`config.mk`:
```
export PLATFORM = sky130hd
export DESIGN_NAME = wide_alu_unit
export DESIGN_NICKNAME = d
export VERILOG_FILES = /design/src/rtl/walu_pkg.sv /design/src/rtl/walu_decode.sv /design/src/rtl/walu_regfile.sv /design/src/rtl/walu_datapath.sv /design/src/rtl/walu_status.sv /design/src/rtl/wide_alu_unit.sv
export SDC_FILE = /design/constraint.sdc
export NUM_CORES = 1
export LEC_CHECK = 0
export BUFFER_PORTS_ARGS = -buffer_cell sky130_fd_sc_hd__buf_4
export CORE_ASPECT_RATIO = 2
export CORE_MARGIN = 5
export CORE_UTILIZATION = 40
export CTS_CLUSTER_SIZE = 10
export DETAILED_ROUTE_END_ITERATION = 10
export GPL_TIMING_DRIVEN = 0
export HOLD_SLACK_MARGIN = 0.06
export PLACE_DENSITY = 0.66
export SYNTH_ARGS = -nofsm -noshare
export SYNTH_HDL_FRONTEND = slang
export SYNTH_SLANG_ARGS = --single-unit
```
`constraint.sdc`:
```
create_clock -name clk -period 8.1 [get_ports clk]
set_clock_uncertainty 0.15 [all_clocks]
set_input_delay 1.62 -clock clk [delete_from_list [all_inputs] [get_ports clk]]
set_output_delay 1.62 -clock clk [all_outputs]
set_load 0.1 [all_outputs]
```
`src/rtl/walu_pkg.sv`:
```
// Package: shared operation codes and flag type for the byte-mapped 16-bit unit.
// Assumes codes above OP_CMPL are undefined and treated as no-ops by the decoder.
package walu_pkg;

    localparam int OP_W  = 4;
    localparam int N_OPS = 11;

    typedef enum logic [OP_W-1:0] {
        OP_ADD  = 4'd0,
        OP_SUB  = 4'd1,
        OP_INC  = 4'd2,
        OP_DEC  = 4'd3,
        OP_ROR  = 4'd4,
        OP_ROL  = 4'd5,
        OP_SWAP = 4'd6,
        OP_AND  = 4'd7,
        OP_OR   = 4'd8,
        OP_XOR  = 4'd9,
        OP_CMPL = 4'd10
    } walu_op_e;

    typedef struct packed {
        logic carry;
        logic zero;
    } walu_flags_t;

endpackage

```
`src/rtl/walu_decode.sv`:
```
// Module: instruction-word decoder.
// Turns an issued instruction word into a single execute pulse and an operation code.
// Assumes the top bit of the word marks an extended instruction and the low OP_W bits hold the code.
module walu_decode
    import walu_pkg::*;
#(
    parameter int INSN_W = 15
) (
    input  logic              xop_valid,
    input  logic [INSN_W-1:0] xop_word,
    output walu_op_e          op,
    output logic              run
);

    localparam int EXT_BIT = INSN_W - 1;

    logic [OP_W-1:0] code;
    logic            ext;
    logic            known;
    logic            unused_mid;

    // Pull out the marker bit and the operation field.
    always_comb begin
        ext   = xop_word[EXT_BIT];
        code  = xop_word[OP_W-1:0];
        known = (code < OP_W'(N_OPS));
    end

    assign unused_mid = ^xop_word[EXT_BIT-1:OP_W];

    // Run only an issued, extended, defined operation.
    assign run = xop_valid & ext & known;
    assign op  = walu_op_e'(code);

endmodule

```
`src/rtl/walu_regfile.sv`:
```
// Module: byte-mapped operand and result registers.
// Holds A and B as four writable bytes and S as a 16-bit register that only the datapath loads.
// Assumes the six slots are contiguous from BASE_ADDR, in the order A hi, A lo, B hi, B lo, S hi, S lo.
module walu_regfile #(
    parameter int                BYTE_W    = 8,
    parameter int                ADDR_W    = 8,
    parameter logic [ADDR_W-1:0] BASE_ADDR = 8'h0C
) (
    input  logic                  clk,
    input  logic                  rst_n,
    input  logic [ADDR_W-1:0]     bus_addr,
    input  logic [BYTE_W-1:0]     bus_wdata,
    input  logic                  bus_we,
    input  logic                  res_load,
    input  logic [2*BYTE_W-1:0]   res_d,
    output logic [2*BYTE_W-1:0]   opa,
    output logic [2*BYTE_W-1:0]   opb,
    output logic [2*BYTE_W-1:0]   res_q,
    output logic [BYTE_W-1:0]     bus_rdata
);

    localparam int WORD_W   = 2 * BYTE_W;
    localparam int N_OPND   = 4;
    localparam int N_SLOTS  = N_OPND + 2;
    localparam int SLOT_SHI = N_OPND;
    localparam int SLOT_SLO = N_OPND + 1;

    logic [ADDR_W-1:0] rel;
    logic              in_win;
    logic [BYTE_W-1:0] opnd_q [N_OPND];

    // Offset of the bus address inside the window.
    always_comb begin
        rel    = bus_addr - BASE_ADDR;
        in_win = (rel < ADDR_W'(N_SLOTS));
    end

    // One store-only byte register per operand slot.
    for (genvar g = 0; g < N_OPND; g++) begin : g_opnd
        always_ff @(posedge clk) begin
            if (!rst_n)
                opnd_q[g] <= '0;
            else if (bus_we && in_win && (rel == ADDR_W'(g)))
                opnd_q[g] <= bus_wdata;
        end
    end

    // Result register, loaded only by an executed operation.
    always_ff @(posedge clk) begin
        if (!rst_n)
            res_q <= '0;
        else if (res_load)
            res_q <= res_d;
    end

    assign opa = {opnd_q[0], opnd_q[1]};
    assign opb = {opnd_q[2], opnd_q[3]};

    // Same-cycle byte load from the addressed slot.
    always_comb begin
        bus_rdata = '0;
        for (int i = 0; i < N_OPND; i++) begin
            if (in_win && (rel == ADDR_W'(i)))
                bus_rdata = opnd_q[i];
        end
        if (in_win && (rel == ADDR_W'(SLOT_SHI)))
            bus_rdata = res_q[WORD_W-1:BYTE_W];
        if (in_win && (rel == ADDR_W'(SLOT_SLO)))
            bus_rdata = res_q[BYTE_W-1:0];
    end

endmodule

```
`src/rtl/walu_datapath.sv`:
```
// Module: combinational 16-bit operation stage.
// One shared adder serves add, subtract, increment and decrement. Rotates, swap and the logic ops are wiring and gates.
// Assumes op is a defined code when the result is used; undefined codes yield zero, which is discarded.
module walu_datapath
    import walu_pkg::*;
#(
    parameter int WORD_W = 16
) (
    input  walu_op_e          op,
    input  logic [WORD_W-1:0] a,
    input  logic [WORD_W-1:0] b,
    input  logic              cin,
    output logic [WORD_W-1:0] res,
    output logic              cout
);

    localparam int HALF = WORD_W / 2;

    logic [WORD_W-1:0] add_y;
    logic              add_ci;
    logic [WORD_W:0]   add_sum;

    // Choose the second adder input and carry for the arithmetic codes.
    always_comb begin
        add_y  = '0;
        add_ci = 1'b0;
        case (op)
            OP_ADD: begin add_y = b;  add_ci = cin;  end
            OP_SUB: begin add_y = ~b; add_ci = cin;  end
            OP_INC: begin add_y = '0; add_ci = 1'b1; end
            OP_DEC: begin add_y = '1; add_ci = 1'b0; end
            default: ;
        endcase
    end

    // The single shared adder.
    assign add_sum = {1'b0, a} + {1'b0, add_y} + {{WORD_W{1'b0}}, add_ci};

    // Select the result and carry for the current code.
    always_comb begin
        res  = '0;
        cout = 1'b0;
        case (op)
            OP_ADD, OP_SUB, OP_INC, OP_DEC: {cout, res} = add_sum;
            OP_ROR: begin
                res  = {cin, a[WORD_W-1:1]};
                cout = a[0];
            end
            OP_ROL: begin
                res  = {a[WORD_W-2:0], cin};
                cout = a[WORD_W-1];
            end
            OP_SWAP: res = {a[HALF-1:0], a[WORD_W-1:HALF]};
            OP_AND:  res = a & b;
            OP_OR:   res = a | b;
            OP_XOR:  res = a ^ b;
            OP_CMPL: res = ~a;
            default: ;
        endcase
    end

endmodule

```
`src/rtl/walu_status.sv`:
```
// Module: carry and zero status register.
// Updates both flags together whenever an operation is executed and otherwise holds them.
// Assumes load is asserted only for defined operation codes.
module walu_status
    import walu_pkg::*;
#(
    parameter int WORD_W = 16
) (
    input  logic              clk,
    input  logic              rst_n,
    input  logic              load,
    input  logic [WORD_W-1:0] res_d,
    input  logic              cout_d,
    output logic              carry_q,
    output logic              zero_q
);

    walu_flags_t flags_q;

    // Capture carry and zero-detect of the new result.
    always_ff @(posedge clk) begin
        if (!rst_n)
            flags_q <= '0;
        else if (load)
            flags_q <= '{carry: cout_d, zero: (res_d == '0)};
    end

    assign carry_q = flags_q.carry;
    assign zero_q  = flags_q.zero;

endmodule

```
`src/rtl/wide_alu_unit.sv`:
```
// Module: top of the byte-mapped 16-bit arithmetic unit.
// Joins the decoder, the byte-mapped registers, the datapath and the flags register. An operation reads
// the registered operands and writes S and the flags at the same edge, so a same-cycle store is not seen.
// Assumes the host presents at most one store and one instruction word per cycle.
module wide_alu_unit #(
    parameter int                BYTE_W    = 8,
    parameter int                ADDR_W    = 8,
    parameter logic [ADDR_W-1:0] BASE_ADDR = 8'h0C,
    parameter int                INSN_W    = 15
) (
    input  logic              clk,
    input  logic              rst_n,
    input  logic [ADDR_W-1:0] bus_addr,
    input  logic [BYTE_W-1:0] bus_wdata,
    input  logic              bus_we,
    output logic [BYTE_W-1:0] bus_rdata,
    input  logic              xop_valid,
    input  logic [INSN_W-1:0] xop_word,
    input  logic              carry_in,
    output logic              carry_out,
    output logic              zero_out
);

    localparam int WORD_W = 2 * BYTE_W;

    walu_pkg::walu_op_e op;
    logic               run;
    logic [WORD_W-1:0]  opa;
    logic [WORD_W-1:0]  opb;
    logic [WORD_W-1:0]  res_q;
    logic [WORD_W-1:0]  res_d;
    logic               cout_d;

    walu_decode #(.INSN_W(INSN_W)) u_decode (
        .xop_valid (xop_valid),
        .xop_word  (xop_word),
        .op        (op),
        .run       (run)
    );

    walu_regfile #(
        .BYTE_W    (BYTE_W),
        .ADDR_W    (ADDR_W),
        .BASE_ADDR (BASE_ADDR)
    ) u_regs (
        .clk       (clk),
        .rst_n     (rst_n),
        .bus_addr  (bus_addr),
        .bus_wdata (bus_wdata),
        .bus_we    (bus_we),
        .res_load  (run),
        .res_d     (res_d),
        .opa       (opa),
        .opb       (opb),
        .res_q     (res_q),
        .bus_rdata (bus_rdata)
    );

    walu_datapath #(.WORD_W(WORD_W)) u_path (
        .op   (op),
        .a    (opa),
        .b    (opb),
        .cin  (carry_in),
        .res  (res_d),
        .cout (cout_d)
    );

    walu_status #(.WORD_W(WORD_W)) u_flags (
        .clk     (clk),
        .rst_n   (rst_n),
        .load    (run),
        .res_d   (res_d),
        .cout_d  (cout_d),
        .carry_q (carry_out),
        .zero_q  (zero_out)
    );

endmodule

```
==> results of run 1 <==
synthesized netlist by cell type, types with 4 or more instances:
library cell	count	share of area
sky130_fd_sc_hd__nor2_1	58	0.042
sky130_fd_sc_hd__a21oi_1	57	0.056
sky130_fd_sc_hd__ha_1	50	0.12
sky130_fd_sc_hd__o21ai_0	50	0.049
sky130_fd_sc_hd__inv_1	44	0.032
sky130_fd_sc_hd__and2_1	33	0.040
sky130_fd_sc_hd__edfxtp_1	32	0.19
sky130_fd_sc_hd__clkbuf_1	28	0.020
sky130_fd_sc_hd__mux2i_1	25	0.049
sky130_fd_sc_hd__nand3_1	24	0.023
sky130_fd_sc_hd__nand2_1	20	0.015
sky130_fd_sc_hd__nor3_1	19	0.019
sky130_fd_sc_hd__dfxtp_1	18	0.070
sky130_fd_sc_hd__a211oi_1	13	0.019
sky130_fd_sc_hd__o22ai_1	12	0.015
sky130_fd_sc_hd__buf_2	10	0.0098
sky130_fd_sc_hd__nand2b_1	9	0.011
sky130_fd_sc_hd__o221ai_1	9	0.015
sky130_fd_sc_hd__nor2b_1	8	0.0098
sky130_fd_sc_hd__a22oi_1	7	0.010
sky130_fd_sc_hd__o21a_1	6	0.0088
sky130_fd_sc_hd__xor2_1	6	0.010
sky130_fd_sc_hd__a31oi_1	5	0.0061
sky130_fd_sc_hd__buf_1	4	0.0029
sky130_fd_sc_hd__mux2_2	4	0.0088
sky130_fd_sc_hd__nand3b_1	4	0.0059
sky130_fd_sc_hd__nand4_1	4	0.0049
sky130_fd_sc_hd__nand4b_1	4	0.0068
sky130_fd_sc_hd__nor3b_1	4	0.0059
sky130_fd_sc_hd__o32ai_1	4	0.0068
power by group through the flow:
stage	combinational (W)	clock (W)	sequential (W)
floorplan	0.000136	0	0.000301
global placement	0.000204	0	0.000312
detailed placement	0.000207	0	0.000312
CTS	0.000208	0.000240	0.000306
global route	0.000230	0.000253	0.000308
finish	0.000216	0.000240	0.000308
final timing paths:
path,slack [ns],endpoint,start
setup / recovery,1.17,u_flags.zero_q,xop_word[1]
setup reg to reg,4.05,u_flags.zero_q,u_regs.opnd_q[3][1]
hold / removal,0.31,u_flags.carry_q,u_flags.carry_q
hold reg to reg,0.31,u_flags.carry_q,u_flags.carry_q
final cells by class:
cell class              instances  area (um2)  area share
repair buffers                 33         248      0.0432
inverters                      45         169      0.0294
well taps                     150         188      0.0327
multi-input cells             496        3470       0.605
plain buffers                  42         170      0.0296
clock buffers                   5         125      0.0218
clock inverters                 3        45.0     0.00785
flip-flops and latches         50        1320       0.230
tightest hold or removal path, stage by stage, from the launching register on:
cell and delay, ns:
sky130_fd_sc_hd__dfxtp_1 0.31, sky130_fd_sc_hd__nand2_1 0.05, sky130_fd_sc_hd__a21oi_1 0.05
flip-flops by register name (all words and copies together) (netlist names):
register / count
u_regs.res_q: 16
u_regs.opnd_q: 32
u_flags.carry_q: 1
u_flags.zero_q: 1
layer usage:
layer / up-vias / GRT usage
li1: 2416 / -
met1: 2603 / 0.272
met2: 315 / 0.506
met3: 125 / 0.0287
met4: 0 / 0.229
met5: - / 0
stage by stage:
stage          std cells  total power, W   util
3_5_place_dp         816        0.000519  0.443
4_1_cts              824        0.000755  0.457
5_1_grt              824        0.000791  0.457
6_report             824        0.000763  0.457
2_1_floorplan        633        0.000437      -
3_3_place_gp         816        0.000516  0.443
cell families (layout without fill, tap and decap cells):
logic type               after synthesis  in the layout  share of synthesized area
adder cells (fa/ha/maj)               52             52                      0.130
buffers and inverters                 87            128                     0.0661
AO/OA/AOI/OAI                        199            199                      0.249
flip-flops                            50             50                      0.258
multiplexers                          32             32                     0.0707
AND/OR/NAND/NOR                      205            205                      0.213
XOR/XNOR                               8              8                     0.0137
==> flow_summary.ini, run 1 <==
[floorplan]
ioPinCount = 46
initial_utilization = 0.409
num_rows = 58
core_area_um2 = 12600
die_area_um2 = 15300
floorplan.die.height_um = 170
chipWidth_um = 90.1

[detailed_routing]
detail_route.first_pass.iterations = 5
avgRoutedWirePerCell_um = 26.2
routed-via-count = 5459
wl_met2_um = 11000
drc_violations_left = 0
drt_initial_violations = 610
postRouteWirelength_um = 21600
top_signal_layer_used = met4
detailroute.wirelength.met3_um = 1330
vias_per_cell = 6.63
ant_nets = 0
route.layer.met1.wl_um = 7110

[logic_synthesis]
sequential_to_total_area_share_from_yosys_stat = 0.258
synthesis.nets = 721
yosys_most_used_dff = sky130_fd_sc_hd__edfxtp_1
synthDistinctLibCells = 72
asyncSetResetFlopFracSynth = 0
synth_enable_flop_cells = 32
synth.yosys.warnings = 0
netlist_instances = 633
synth.ff_latch_count = 50
syn_area_um2 = 5130
syn-mean-instance-area_um2 = 8.10

[grt]
grt_pass1_wl_um = 32300
grt_antenna_before_repair = 0
vias_in_the_first_global_route = 5510
globalRoute.totalOverflow = 0
globalRouteTotalUtil = 0.275
pin_count_of_the_biggest_net_entering_global_routing = 17

[worst_setup_path]
worst_ep_required_ns = 8.16
crit_path_max_incr_delay_ns = 0.76
count_of_buffering_cells_on_the_critical_path_with_inverters_included = 7
crit_path_cell_trace = buf_2, buf_2, buf_2, buf_1, clkbuf_1, nor2_1, xnor2_1, nand2b_1, inv_1, ha_1, nor2b_1, o2111ai_1, a21oi_1, o41ai_2, a21oi_1, mux2i_1, nor3_1, inv_1, o31ai_2
critPathTopFamily = buffers and inverters
worst_ep_arrival_time_ns = 6.99
timing.critical_path.depth = 19
cp-end-kind = flip-flop
critical-path-top-cell-by-count = sky130_fd_sc_hd__buf_2
cp-start-kind = input pin
rr_worst_depth = 15
worstSetupPathType = input pin to flip-flop
critPathSlowestCell = sky130_fd_sc_hd__nor3_1
crit_fanout = 10

[timing]
timing.final.ws_setup_ns = 1.17
hold_ws_ns = 0.313
fmax_mhz = 144
slew_headroom = 0.115
setup_violations = 0
time_the_worst_path_needs_with_i_o_delays_and_setup_ns = 6.93
report.final.slew_viol_count = 0
tightestPinTransition_ns = 1.31
finalCritPeriodShare = 0.855
unrepaired_setup_endpoints_after_global_routing = false
fin_tns_setup_ns = 0
finalHoldViolCount = 0

[cts]
clock_latency_ns = 0.29
tritoncts_clock_tree = yes
clk_pin_slew_worst_paths_ns = 0.07
post-cts-setup-buffer-count = 0
cts.path.max_buffers = 2
htree_num_levels = 2
cts_hold_buffers = 0
postCtsResizedCells = 0
cts-buffers-inserted = 5
ctsRootBufferMaster = sky130_fd_sc_hd__clkbuf_16
clock-sinks = 50

[power]
powerDensity_nw_per_um2 = 133
max-vdd-ir-drop_mv = 0.183
cellInternalPower_w = 0.000505
share_clk_of_total_power = 0.314
power.switching_w = 0.000258
pwr-share-seq = 0.403
p_leak_nw = 2.32
power.share.switching = 0.338
share_comb_of_total_power = 0.283

[final_layout]
postLayoutCellArea_um2 = 5740
total_number_of_nets_in_the_final_design = 761
final_layout_size_suffix_gt1_frac = 0.105
antenna_cells = 0
layout_common_cells = 58 x sky130_fd_sc_hd__nor2_1, 57 x sky130_fd_sc_hd__a21oi_1, 50 x sky130_fd_sc_hd__o21ai_0, 50 x sky130_fd_sc_hd__ha_1, 44 x sky130_fd_sc_hd__inv_1
mostFrequentLayoutCell = sky130_fd_sc_hd__nor2_1
filler_cell_count = 1275
area_delta_synth_final_pct = 11.9

[place]
routabilityCongestion = 1.10
hpwl_um = 16800
placed_cell_area_um2 = 5560
portBuffers = 33
dpl_worst_slack_ns = 1.04

[run_status]
run_status = complete, no violations

[hold_path]
worst_hold_path_type = flip-flop to flip-flop
min_path_cells = 2

[run]
max_cap_viol_count = 0
Note: power is estimated with default switching activity, not from simulation.
==> run 2, diff against run 1 <==
- MAX_ROUTING_LAYER: default -> met4
- SLEW_MARGIN: default -> 25
==> run 2 against run 1 <==
Non-clock buffer count stayed put. Count of clock-buffer cells in the layout stayed put. Sequential cell count stayed put. Final cell count stayed put. Maximum frequency is 8.0% higher.
==> flow_summary.ini, run 2 (same netlist as run 1, synthesis figures left out) <==
[worst_setup_path]
worst_ep_arrival_time_ns = 6.48
crit_path_max_incr_delay_ns = 0.60
r2r_setup_slack_ns = 4.14
worstSetupPathType = input pin to flip-flop
rr_worst_depth = 14
crit_path_end = u_flags.zero_q
critPathSlowestCell = sky130_fd_sc_hd__clkbuf_1
worst_ep_required_ns = 8.17
rr_endpoint = u_flags.zero_q
cp-end-kind = flip-flop
critical-path-top-cell-by-count = sky130_fd_sc_hd__buf_2
crit_fanout = 10
critical_path.startpoint = xop_word[1]
cp-start-kind = input pin
crit_path_cell_trace = buf_2, buf_2, buf_2, buf_1, clkbuf_1, nor2_1, xnor2_1, nand2b_1, inv_1, ha_1, nor2b_1, o2111ai_1, a21oi_1, o41ai_2, xnor2_1, mux2_2, a22oi_1, nand4_1, o31ai_2
reg2reg_from = u_regs.opnd_q[3][0]

[floorplan]
num_rows = 58
chipWidth_um = 90.1
floorplan.die.height_um = 170
initial_utilization = 0.409
die_area_um2 = 15300
ioPinCount = 46
core_area_um2 = 12600

[timing]
report.final.slew_viol_count = 0
fmax_mhz = 156
tightestPinTransition_ns = 0.931
fin_tns_setup_ns = 0
finalCritPeriodShare = 0.791
slew_headroom = 0.369
setup_violations = 0
finalHoldViolCount = 0
time_the_worst_path_needs_with_i_o_delays_and_setup_ns = 6.41
timing.final.ws_setup_ns = 1.69
unrepaired_setup_endpoints_after_global_routing = false

[cts]
cts.path.max_buffers = 2
postCtsResizedCells = 0
htree_num_levels = 2
tritoncts_clock_tree = yes
cts_hold_buffers = 0
clock-sinks = 50
cts-buffers-inserted = 5
clk_pin_slew_worst_paths_ns = 0.07
post-cts-setup-buffer-count = 0
ctsRootBufferMaster = sky130_fd_sc_hd__clkbuf_16
clock_latency_ns = 0.30

[place]
portBuffers = 33
routabilityCongestion = 1.04
placed_cell_area_um2 = 5580
hpwl_um = 16700
dpl_worst_slack_ns = 1.42

[final_layout]
total_number_of_nets_in_the_final_design = 761
layout_common_cells = 58 x sky130_fd_sc_hd__nor2_1, 57 x sky130_fd_sc_hd__a21oi_1, 50 x sky130_fd_sc_hd__ha_1, 47 x sky130_fd_sc_hd__o21ai_0, 44 x sky130_fd_sc_hd__inv_1
largest_register = u_regs.opnd_q
antenna_cells = 0
filler_cell_count = 1272
area_delta_synth_final_pct = 12.4
largest_register_ffs = 32
postLayoutCellArea_um2 = 5760
final_layout_size_suffix_gt1_frac = 0.105
layout_top_registers = u_regs.opnd_q (32), u_regs.res_q (16)
mostFrequentLayoutCell = sky130_fd_sc_hd__nor2_1

[power]
share_comb_of_total_power = 0.267
max-vdd-ir-drop_mv = 0.175
powerDensity_nw_per_um2 = 136
power.switching_w = 0.000251
p_leak_nw = 2.34
pwr-share-seq = 0.391
power.share.switching = 0.319
cellInternalPower_w = 0.000536
share_clk_of_total_power = 0.342

[detailed_routing]
drt_initial_violations = 419
detail_route.first_pass.iterations = 5
postRouteWirelength_um = 20900
vias_per_cell = 6.39
ant_nets = 0
routed-via-count = 5268
avgRoutedWirePerCell_um = 25.4
drc_violations_left = 0

[grt]
globalRouteTotalUtil = 0.281
pin_count_of_the_biggest_net_entering_global_routing = 16
grt_pass1_wl_um = 31900
vias_in_the_first_global_route = 5410
grt_antenna_before_repair = 0
globalRoute.totalOverflow = 0

[hold_path]
worst_hold_path_type = flip-flop to flip-flop
hold_path.startpoint = u_flags.carry_q

[run]
max_cap_viol_count = 0

[run_status]
run_status = complete, no violations
==> run 2: cell types whose count changed in the layout (fill, tap and decap cells not counted), sizes merged <==
cell,before,now
bufinv,1,2
clkinvlp,2,0
clkinv,1,2
==> run 2: worst max-delay path, delay by kind of cell <==
kind | cells | cell delay [ns]
AND/OR/NAND/NOR | 4 | 0.64
buffers and inverters | 6 | 2.04
multiplexers | 1 | 0.27
adder cells (fa/ha/maj) | 1 | 0.21
AO/OA/AOI/OAI | 5 | 1.43
XOR/XNOR | 2 | 0.27
==> run 2: cell type report <==
cell class                      instances  area (um2)  share of cell area
Multi-Input combinational cell        496        3480               0.604
Sequential cell                        50        1320               0.229
Tap cell                              150         188              0.0326
Inverter                               45         169              0.0293
Clock inverter                          3        63.8              0.0111
Timing Repair Buffer                   33         248              0.0430
Buffer                                 42         170              0.0295
Clock buffer                            5         125              0.0217
==> run 2: layer usage <==
layer / GRT usage / part of all wire / vias up
met5: - / 0 / -
met4: 0.286 / 0.12 / 0
met3: 0.0296 / 0.046 / 91
met2: 0.482 / 0.50 / 252
met1: 0.262 / 0.33 / 2510
li1: - / - / 2415
==> run 2: power groups by stage <==
stage	Combinational (W)	Clock, W	Sequential (W)
2_1_floorplan	0.000136	0	0.000301
3_3_place_gp	0.000202	0	0.000312
3_5_place_dp	0.000206	0	0.000312
4_1_cts	0.000207	0.000272	0.000307
5_1_grt	0.000228	0.000281	0.000309
6_report	0.000210	0.000269	0.000308
==> run 2: metrics by stage <==
stage          utilization  power (W)  cells  hold WS [ns]
2_1_floorplan            -   0.000437    633         0.283
5_1_grt              0.459   0.000818    824         0.334
3_5_place_dp         0.444   0.000518    816         0.299
6_report             0.459   0.000787    824         0.304
4_1_cts              0.459   0.000785    824         0.308
3_3_place_gp         0.443   0.000514    816         0.297
==> run 2: worst min-delay path by stage <==
stage | to | slack, ns | cells after the start
2_1_floorplan | u_regs.res_q[14] | 0.28 | 2
3_3_place_gp | u_regs.res_q[14] | 0.30 | 2
3_5_place_dp | u_flags.carry_q | 0.30 | 2
4_1_cts | u_flags.carry_q | 0.31 | 2
5_1_grt | u_regs.res_q[14] | 0.33 | 2
6_report | u_flags.carry_q | 0.30 | 2
==> run 3, diff against run 2 <==
- ABC_AREA: default -> 1
- clock period: 8.1 -> 6.45 ns (I/O delays scaled with it)
==> run 3 against run 2 <==
Core utilization is 0.36 points lower. Sequential share of layout area rose by 0.18 points. Final area shrank 0.78%. Critical path depth shrank 7. Die area is 0.49% lower. Sequential cell count unchanged. Largest cell class unchanged.
==> flow_summary.ini, run 3 <==
[final_layout]
antenna_cells = 0
final_layout_size_suffix_gt1_frac = 0.0744
postLayoutCellArea_um2 = 5720
largest_register = u_regs.opnd_q
mostFrequentLayoutCell = sky130_fd_sc_hd__nand2_1
total_number_of_nets_in_the_final_design = 947
post-route-util = 0.456
layout_common_cells = 237 x sky130_fd_sc_hd__nand2_1, 120 x sky130_fd_sc_hd__inv_1, 117 x sky130_fd_sc_hd__nor2_1, 50 x sky130_fd_sc_hd__ha_1, 48 x sky130_fd_sc_hd__a21oi_1
layout_top_registers = u_regs.opnd_q (32), u_regs.res_q (16)
largest_register_ffs = 32
area_delta_synth_final_pct = 12.1

[detailed_routing]
avgRoutedWirePerCell_um = 19.0
postRouteWirelength_um = 19200
detail_route.first_pass.iterations = 4
drc_violations_left = 0
vias_per_cell = 5.47
ant_nets = 0
routed-via-count = 5520
drt_initial_violations = 378

[worst_setup_path]
cp-start-kind = input pin
crit_fanout = 9
cp-end-kind = output port
worst_ep_required_ns = 5.01
worst_ep_arrival_time_ns = 3.66
worstSetupPathType = input pin to output port

[cts]
ctsRootBufferMaster = sky130_fd_sc_hd__clkbuf_16
tritoncts_clock_tree = yes
clock_latency_ns = 0.30
post-cts-setup-buffer-count = 0
cts.path.max_buffers = 2
htree_num_levels = 2
clock-sinks = 50
cts-buffers-inserted = 5
cts_hold_buffers = 0
postCtsResizedCells = 0
clk_pin_slew_worst_paths_ns = 0.06

[grt]
globalRoute.totalOverflow = 0
pin_count_of_the_biggest_net_entering_global_routing = 17
grt_pass1_wl_um = 29400
globalRouteTotalUtil = 0.256
vias_in_the_first_global_route = 5468
grt_antenna_before_repair = 0

[logic_synthesis]
asyncSetResetFlopFracSynth = 0
post_synth_main_area_contributors = sky130_fd_sc_hd__edfxtp_1 19%, sky130_fd_sc_hd__nand2_1 17%, sky130_fd_sc_hd__ha_1 12%
synth_top_area_cell = sky130_fd_sc_hd__edfxtp_1
synth.top_cells.by_count = 237 x sky130_fd_sc_hd__nand2_1, 120 x sky130_fd_sc_hd__inv_1, 117 x sky130_fd_sc_hd__nor2_1, 50 x sky130_fd_sc_hd__ha_1, 48 x sky130_fd_sc_hd__a21oi_1
sequential_to_total_area_share_from_yosys_stat = 0.259
syn-mean-instance-area_um2 = 6.24
yosysMostFrequentCell = sky130_fd_sc_hd__nand2_1
syn_area_um2 = 5100
netlist_instances = 817
yosys_most_used_dff = sky130_fd_sc_hd__edfxtp_1
synth.yosys.warnings = 0
synth_enable_flop_cells = 32
synthDominantCellAreaShare = 0.188
synthesis.nets = 905
synthDistinctLibCells = 33
synth.ff_latch_count = 50

[timing]
fin_tns_setup_ns = 0
setup_violations = 0
time_the_worst_path_needs_with_i_o_delays_and_setup_ns = 5.10
finalCritPeriodShare = 0.791
finalHoldViolCount = 0
tightestPinTransition_ns = 0.865
hold_ws_ns = 0.322
slew_headroom = 0.421
unrepaired_setup_endpoints_after_global_routing = false
report.final.slew_viol_count = 0
fmax_mhz = 196

[power]
share_comb_of_total_power = 0.247
power.share.switching = 0.330
share_clk_of_total_power = 0.329
max-vdd-ir-drop_mv = 0.201
power.switching_w = 0.000303
p_leak_nw = 2.87
powerDensity_nw_per_um2 = 160
cellInternalPower_w = 0.000614
total_power_w = 0.000917
pwr-share-seq = 0.424

[run]
max_cap_viol_count = 0

[place]
hpwl_um = 15800
placed_cell_area_um2 = 5550
portBuffers = 35
routabilityCongestion = 1.02

[floorplan]
floorplan.die.height_um = 170
core_area_um2 = 12600
initial_utilization = 0.406
die_area_um2 = 15200
num_rows = 58
ioPinCount = 46
chipWidth_um = 89.9

[run_status]
run_status = complete, no violations

[hold_path]
worst_hold_path_type = flip-flop to flip-flop
## run 3: critical path, cell delays in order
cell	delay, ns
sky130_fd_sc_hd__buf_4	0.12
sky130_fd_sc_hd__ha_1	0.21
sky130_fd_sc_hd__nand2_1	0.07
sky130_fd_sc_hd__inv_1	0.04
sky130_fd_sc_hd__nor4_2	0.17
sky130_fd_sc_hd__nand2_1	0.10
sky130_fd_sc_hd__nor2_2	0.20
sky130_fd_sc_hd__inv_2	0.13
sky130_fd_sc_hd__nor3_4	0.36
sky130_fd_sc_hd__inv_1	0.25
sky130_fd_sc_hd__o21ai_0	0.36
sky130_fd_sc_hd__buf_4	0.36
## run 3: metal layers
metal	wire, um	track usage	vias up
li1	-	-	2728
met1	6290	0.213	2491
met2	10100	0.480	196
met3	755	0.0337	105
met4	2040	0.230	0
met5	0	-	-
## run 3: cell families after synthesis
logic type,after synthesis,synth area share
flip-flops,50,0.259
XOR/XNOR,1,0.00172
buffers and inverters,141,0.106
AO/OA/AOI/OAI,108,0.120
adder cells (fa/ha/maj),52,0.130
AND/OR/NAND/NOR,465,0.383
## run 3: worst paths after layout
path / from / to / slack (ns) / depth (start not counted)
max: bus_addr[2] / bus_rdata[1] / 1.35 / 12
min: u_flags.carry_q / u_flags.carry_q / 0.32 / 2
max reg2reg: u_regs.opnd_q[3][0] / u_flags.zero_q / 2.98 / 16
min reg2reg: u_flags.carry_q / u_flags.carry_q / 0.32 / 2
## run 3: area by class of cell
type	instances	area [um2]
Buffer	16	70.1
Clock buffer	5	125
Multi-Input combinational cell	626	3240
Sequential cell	50	1320
Timing Repair Buffer	35	263
Tap cell	150	188
Fill cell	1371	6840
Clock inverter	3	42.5
Inverter	125	469
## run 3: stage by stage
step,worst slack [ns],instances
after floorplan,0.344,817
after global placement,1.37,1002
after detailed placement,1.36,1002
after CTS,1.35,1010
after global routing,1.21,1010
final,1.35,1010
## run 3: power by group through the flow
stage               Combinational [W]  Clock (W)  Sequential, W
global route                 0.000253   0.000320       0.000389
detailed placement           0.000223          0       0.000393
CTS                          0.000224   0.000305       0.000386
finish                       0.000226   0.000302       0.000388
global placement             0.000221          0       0.000394
floorplan                    0.000150          0       0.000378
